File: config.mk
export PLATFORM = sky130hd
export DESIGN_NAME = llwake_ctrl
export DESIGN_NICKNAME = d
export VERILOG_FILES = /design/src/rtl/llwake_ctrl.sv
export SDC_FILE = /design/constraint.sdc
export NUM_CORES = 1
export LEC_CHECK = 0
export ABC_CLOCK_PERIOD_IN_PS = 3120
export BUFFER_PORTS_ARGS = -buffer_cell sky130_fd_sc_hd__buf_2
export CAP_MARGIN = 10
export CORE_MARGIN = 2
export CORE_UTILIZATION = 51
export CTS_CLUSTER_DIAMETER = 200
export DETAILED_ROUTE_END_ITERATION = 10
export GPL_TIMING_DRIVEN = 0
export HOLD_SLACK_MARGIN = 0.03
export PLACE_DENSITY_LB_ADDON = 0.08
export SYNTH_ARGS = -nofsm -noshare
export SYNTH_HDL_FRONTEND = slang
export SYNTH_SLANG_ARGS = --single-unit
File: constraint.sdc
create_clock -name lp_clk -period 3.12 [get_ports lp_clk]
set_clock_uncertainty 0.1 [all_clocks]
set_input_delay 0.468 -clock lp_clk [delete_from_list [all_inputs] [get_ports lp_clk]]
set_output_delay 0.468 -clock lp_clk [all_outputs]
set_load 0.02 [all_outputs]
File: src/rtl/llwake_ctrl.sv
module llwake_ctrl #(
  parameter int NPIN = 4,
  parameter int NMOD = 4,
  parameter int INIT_CYC = 5,
  parameter int FILT_LEN = 3,
  localparam int SELW = (NPIN > 1) ? $clog2(NPIN) : 1
) (
  input  logic            lp_clk,
  input  logic            por_n,
  input  logic [NPIN-1:0] wake_pin,
  input  logic [2*NPIN-1:0] pin_edge,
  input  logic [NPIN-1:0] pin_flag_clr,
  output logic [NPIN-1:0] pin_flag,
  input  logic [NMOD-1:0] mod_irq,
  input  logic [NMOD-1:0] mod_en,
  input  logic            filt_en,
  input  logic [SELW-1:0] filt_sel,
  input  logic [1:0]      filt_edge,
  input  logic            filt_flag_clr,
  output logic            filt_flag,
  output logic            filt_ready,
  input  logic            stop_req,
  input  logic            stop_deep,
  input  logic            reset_pin_n,
  input  logic            iso_ack,
  output logic            wake_irq,
  output logic            reset_req,
  output logic            cause_wakeup,
  output logic            cause_pin,
  output logic            iso_hold
);
  localparam int CWI = $clog2(INIT_CYC + 1);
  localparam int CWF = $clog2(FILT_LEN + 1);
  localparam logic [CWI-1:0] INIT_DONE = CWI'(INIT_CYC);
  localparam logic [CWF-1:0] FILT_LAST = CWF'(FILT_LEN - 1);

  typedef enum logic [1:0] {RUN, SHALLOW_STOP, DEEP_STOP, DEEP_EXIT_ISOLATED} mode_t;
  mode_t mode;

  logic [NPIN-1:0] sync1, sync2, hist, pin_hit, pin_on;
  logic [SELW-1:0] sel_q;
  logic [CWI-1:0]  init_cnt;
  logic [CWF-1:0]  stab_cnt;
  logic            filt_q, sel_bit, restart, filt_hit, freeze, wake_any;

  always_ff @(posedge lp_clk or negedge por_n)
    if (!por_n) begin
      sync1 <= '0; sync2 <= '0; hist <= '0;
    end else begin
      sync1 <= wake_pin; sync2 <= sync1; hist <= sync2;
    end

  for (genvar i = 0; i < NPIN; i++) begin : g_pin
    wire [1:0] es = pin_edge[2*i +: 2];
    assign pin_hit[i] = (es[0] & sync2[i] & ~hist[i]) | (es[1] & ~sync2[i] & hist[i]);
    assign pin_on[i]  = |es;
  end

  assign freeze  = (mode == DEEP_EXIT_ISOLATED);
  assign sel_bit = sync2[filt_sel];
  assign restart = !filt_en || (filt_sel != sel_q);
  assign filt_ready = filt_en && !restart && (init_cnt == INIT_DONE);
  assign filt_hit = filt_ready && (sel_bit != filt_q) && (stab_cnt == FILT_LAST) &&
                    ((filt_edge[0] & sel_bit) | (filt_edge[1] & ~sel_bit));

  always_ff @(posedge lp_clk or negedge por_n)
    if (!por_n) begin
      sel_q <= '0; init_cnt <= '0; filt_q <= 1'b0; stab_cnt <= '0;
    end else begin
      sel_q <= filt_sel;
      if (restart) init_cnt <= '0;
      else if (init_cnt != INIT_DONE) init_cnt <= init_cnt + 1'b1;
      if (!filt_ready || sel_bit == filt_q) begin
        if (!filt_ready) filt_q <= sel_bit;
        stab_cnt <= '0;
      end else if (stab_cnt == FILT_LAST) begin
        filt_q <= sel_bit;
        stab_cnt <= '0;
      end else stab_cnt <= stab_cnt + 1'b1;
    end

  always_ff @(posedge lp_clk or negedge por_n)
    if (!por_n) begin
      pin_flag <= '0; filt_flag <= 1'b0;
    end else begin
      pin_flag  <= (pin_flag & ~pin_flag_clr) | (pin_hit & {NPIN{~freeze}});
      filt_flag <= (filt_flag & ~filt_flag_clr) | (filt_hit & ~freeze);
    end

  assign wake_any = |(pin_flag & pin_on) | (filt_flag & filt_en & |filt_edge) | |(mod_irq & mod_en);
  assign iso_hold = (mode == DEEP_STOP) || (mode == DEEP_EXIT_ISOLATED);

  always_ff @(posedge lp_clk or negedge por_n)
    if (!por_n) begin
      mode <= RUN; wake_irq <= 1'b0; reset_req <= 1'b0;
      cause_wakeup <= 1'b0; cause_pin <= 1'b0;
    end else begin
      wake_irq <= 1'b0;
      reset_req <= 1'b0;
      if (!reset_pin_n) begin
        reset_req <= 1'b1;
        cause_pin <= 1'b1;
        if (mode == DEEP_STOP) cause_wakeup <= 1'b1;
        mode <= RUN;
      end else begin
        case (mode)
          RUN:          if (stop_req) mode <= stop_deep ? DEEP_STOP : SHALLOW_STOP;
          SHALLOW_STOP: if (wake_any) begin wake_irq <= 1'b1; mode <= RUN; end
          DEEP_STOP:    if (wake_any) begin
                          reset_req <= 1'b1; cause_wakeup <= 1'b1; mode <= DEEP_EXIT_ISOLATED;
                        end
          DEEP_EXIT_ISOLATED: if (iso_ack) mode <= RUN;
        endcase
      end
    end

  assert_req_exclusive_R2: assert property (@(posedge lp_clk) disable iff (!por_n)
    !(wake_irq && reset_req));
  assert_irq_after_shallow_R2: assert property (@(posedge lp_clk) disable iff (!por_n)
    wake_irq |-> $past(mode == SHALLOW_STOP));
  assert_reset_has_cause_R3: assert property (@(posedge lp_clk) disable iff (!por_n)
    reset_req |-> (cause_wakeup || cause_pin));
  assert_iso_release_R4: assert property (@(posedge lp_clk) disable iff (!por_n)
    $fell(iso_hold) |-> $past(iso_ack || !reset_pin_n));
  assert_ready_stable_cfg_R7: assert property (@(posedge lp_clk) disable iff (!por_n)
    filt_ready |-> ($past(filt_en) && $past(filt_sel) == filt_sel));
  assert_no_flag_isolated_R10: assert property (@(posedge lp_clk) disable iff (!por_n)
    $past(mode == DEEP_EXIT_ISOLATED) |-> ((pin_flag & ~$past(pin_flag)) == '0 && !$rose(filt_flag)));
  assert_entry_from_run_R11: assert property (@(posedge lp_clk) disable iff (!por_n)
    (mode != $past(mode) && (mode == SHALLOW_STOP || mode == DEEP_STOP)) |-> $past(mode) == RUN);
  assert_cause_sticky_R12: assert property (@(posedge lp_clk) disable iff (!por_n)
    !$fell(cause_wakeup) && !$fell(cause_pin));
endmodule

==> metrics.md <==
| Metric | Value |
|---|---|
| Antenna diode count | `0` |
| Vias in the first global route | `1,030` |
| Area leader, netlist | `dfrtp_1` |
| Die H | `53.58 microns` |
| RSZ-0062 raised after global routing | `false` |
| GP Congestion | `0.7397` |
| Area grow syn2layout | `26.85%` |
| Worst Setup Slack post-DPL | `1048 ps` |
| Mapped Area | `1254 sq um` |
| Post-route ant nets | `0` |
| Synth Register Bits | `31` |
| Worst-skew pair later-pin latency | `330 ps` |
| Slew Limit Fails | `0` |
| Clk sinks | `31` |
| CTS Buffer Depth | `2` |
| DIE AREA | `2871 sq um` |
| Crit Path Category | `reg2out` |
| CP Launch Type | `flip-flop` |
| Drt pass-1 iters | `4` |
| Syn_area_per_cell | `11.09 sq um` |
| GRT overflow | `0` |
| Commonest non-fill, non-tap cell in the layout | `buf_2` |
| Pin count of the biggest net entering global routing | `32` |
| H-Tree Depth | `2` |
| TritonCTS Buffers | `5` |
| First-pass GRT wire length | `4.229 mm` |
| Via count | `1,016` |
| Nets | `204` |
| Minimum clock period | `1987 ps` |
| Ports | `47` |
| Non-Filler Instances | `194` |
| Leakage power figure | `0.7740 nW` |
| Worst vdd rail ir drop | `379.8 uV` |
| Synth top area cells | `dfrtp_1 62%, nand2_1 5.7%, o21ai_0 3.2%` |
| Initial Util | `55.09%` |
| Routed wire length per instance | `13.12 microns` |
| Crit. End Element | `output pin` |
| Hpwl dp | `1.888 mm` |
| Req. time, crit path | `2550 ps` |
| Final setup viols | `0` |
| Buffers on Ports | `46` |
| Share of layout cells above drive strength 1 | `33.13%` |
| Placed insts | `187` |
| Syn Nets | `151` |
| CP Data Arrival Time | `1420 ps` |
| Mapped Cells | `113` |
| Total global-route track usage | `22.14%` |
| Post CTS Setup Buffer Count | `0` |
| Hold crit path type | `in2async` |
| Setup TNS | `0 ps` |
| Slew Limit Headroom | `56.75%` |
| Post-CTS sizing | `0` |
| Fill count | `174` |
| Clock Tree Root | `clkbuf_4` |
| DRC | `0` |
| Max Cap Viol | `0` |
| Synth top area share | `61.88%` |
| Number of DRC markers in iteration 0 | `18` |
| Final Hold Viols | `0` |
| CTS clk-pin slew, worst paths | `90 ps` |
| Unique masters post-synth | `29` |
| PnR worst setup slack | `1133 ps` |
| Multi-input logic area | `440.4 sq um` |
| Hold buffer count at CTS | `0` |
| Site Rows | `17` |
| CP Max Fanout | `7` |
| WL final | `2.545 mm` |
| Period utilization | `63.69%` |
| Sequential area share after synthesis | `61.88%` |
| Worst-Margin Slew | `648.8 ps` |
| Core Area | `2276 sq um` |
| Die W | `53.58 microns` |
| Most frequent cells in the layout | `46 x buf_2, 31 x dfrtp_1, 19 x nand2_1` |
| Initial antenna violation count | `0` |
| FF-to-FF setup slack | `1260 ps` |
| Fmax achieved | `503.2 MHz` |
| Status | `completed` |
| PwrDens | `523.7 nW/um^2` |
| CTS tree | `built` |
| Reg area | `775.7 sq um` |
| Vias per cell | `5.237` |
| Number of synthesis warnings | `0` |
[through the flow]
step	util, %	cell area (sq um)	hold WS (ps)	power, mW
6_report	69.87	1590	49.04	0.8328
5_1_grt	69.87	1590	98.17	0.8737
4_1_cts	69.87	1590	69.73	0.8438
3_5_place_dp	66.74	1519	239.3	0.5482
3_3_place_gp	66.74	1519	235.0	0.5430
2_1_floorplan	-	1254	72.41	0.4959
[where the power goes]
group          switching (mW)  leakage (nW)  total, mW  internal (mW)
clock                   0.128        0.0383      0.293          0.165
sequential             0.0142         0.376      0.437          0.423
combinational          0.0579         0.359      0.103         0.0448
[metal layers]
metal	vias up	global-route usage, %	share of wire, %
li1	496	-	-
met3	8	5.833	7.7
met1	472	23.22	41
met5	-	0	0
met4	0	14.10	2.5
met2	40	39.09	49
[worst paths after layout]
| check | from | cells past startpoint | endpoint |
|---|---|---|---|
| hold / removal | por_n | 1 | mode[1] |
| hold reg to reg | sync1[1] | 0 | sync2[1] |
| setup / recovery | sel_q[1] | 4 | filt_ready |
| min in group lp_clk | wake_pin[0] | 1 | sync1[0] |
| setup reg to reg | sync2[0] | 4 | filt_flag |
| max in group asynchronous | por_n | 1 | hist[2] |
[cells in the mapped netlist (all sizes together)]
master,number
dfrtp,31
nand2,19
inv,9
nor2,8
o21ai,8
o22ai,5
xnor2,4
nor3,3
nor4,3
a211oi,2
a22oi,2
ha,2
nor2b,2
a31oi,1
a32oi,1
and2,1
clkbuf,1
mux2,1
mux2i,1
mux4,1
nand2b,1
nand3,1
nand4,1
o211ai,1
o21bai,1
o41a,1
o41ai,1
or4,1
[worst max-delay path: stages (launching register included)]
cell and delay [ps]:
dfrtp_1 390, xnor2_1 130, nand3_1 250, nor2_1 150
buf_2 170
[cell type report]
cell class	count	share of cell area (%)
plain buffers	1	0.2360
clock buffers	6	2.596
clock inverters	1	1.888
well taps	28	2.203
repair buffers	46	14.48
multi-input cells	72	27.69
inverters	9	2.124
flip-flops and latches	31	48.78
[flip-flops by register name, summed over array words and instances, names as in the netlist]
name,flops
sync2,4
filt_flag,1
pin_flag,4
stab_cnt,2
mode,2
wake_irq,1
cause_pin,1
cause_wakeup,1
sync1,4
init_cnt,3
filt_q,1
hist,4
reset_req,1
sel_q,2
[cell families after synthesis]
| kind of cell | synth area share (%) |
|---|---|
| and+or+nand+nor | 14.27 |
| adders and majority gates | 1.996 |
| xor gates and xnor gates | 2.794 |
| AOI/OAI and AO/OA | 12.57 |
| muxes | 3.493 |
| DFF | 61.88 |
| buffers and inverters | 2.994 |
No activity file was read; power rests on OpenSTA's default activity.
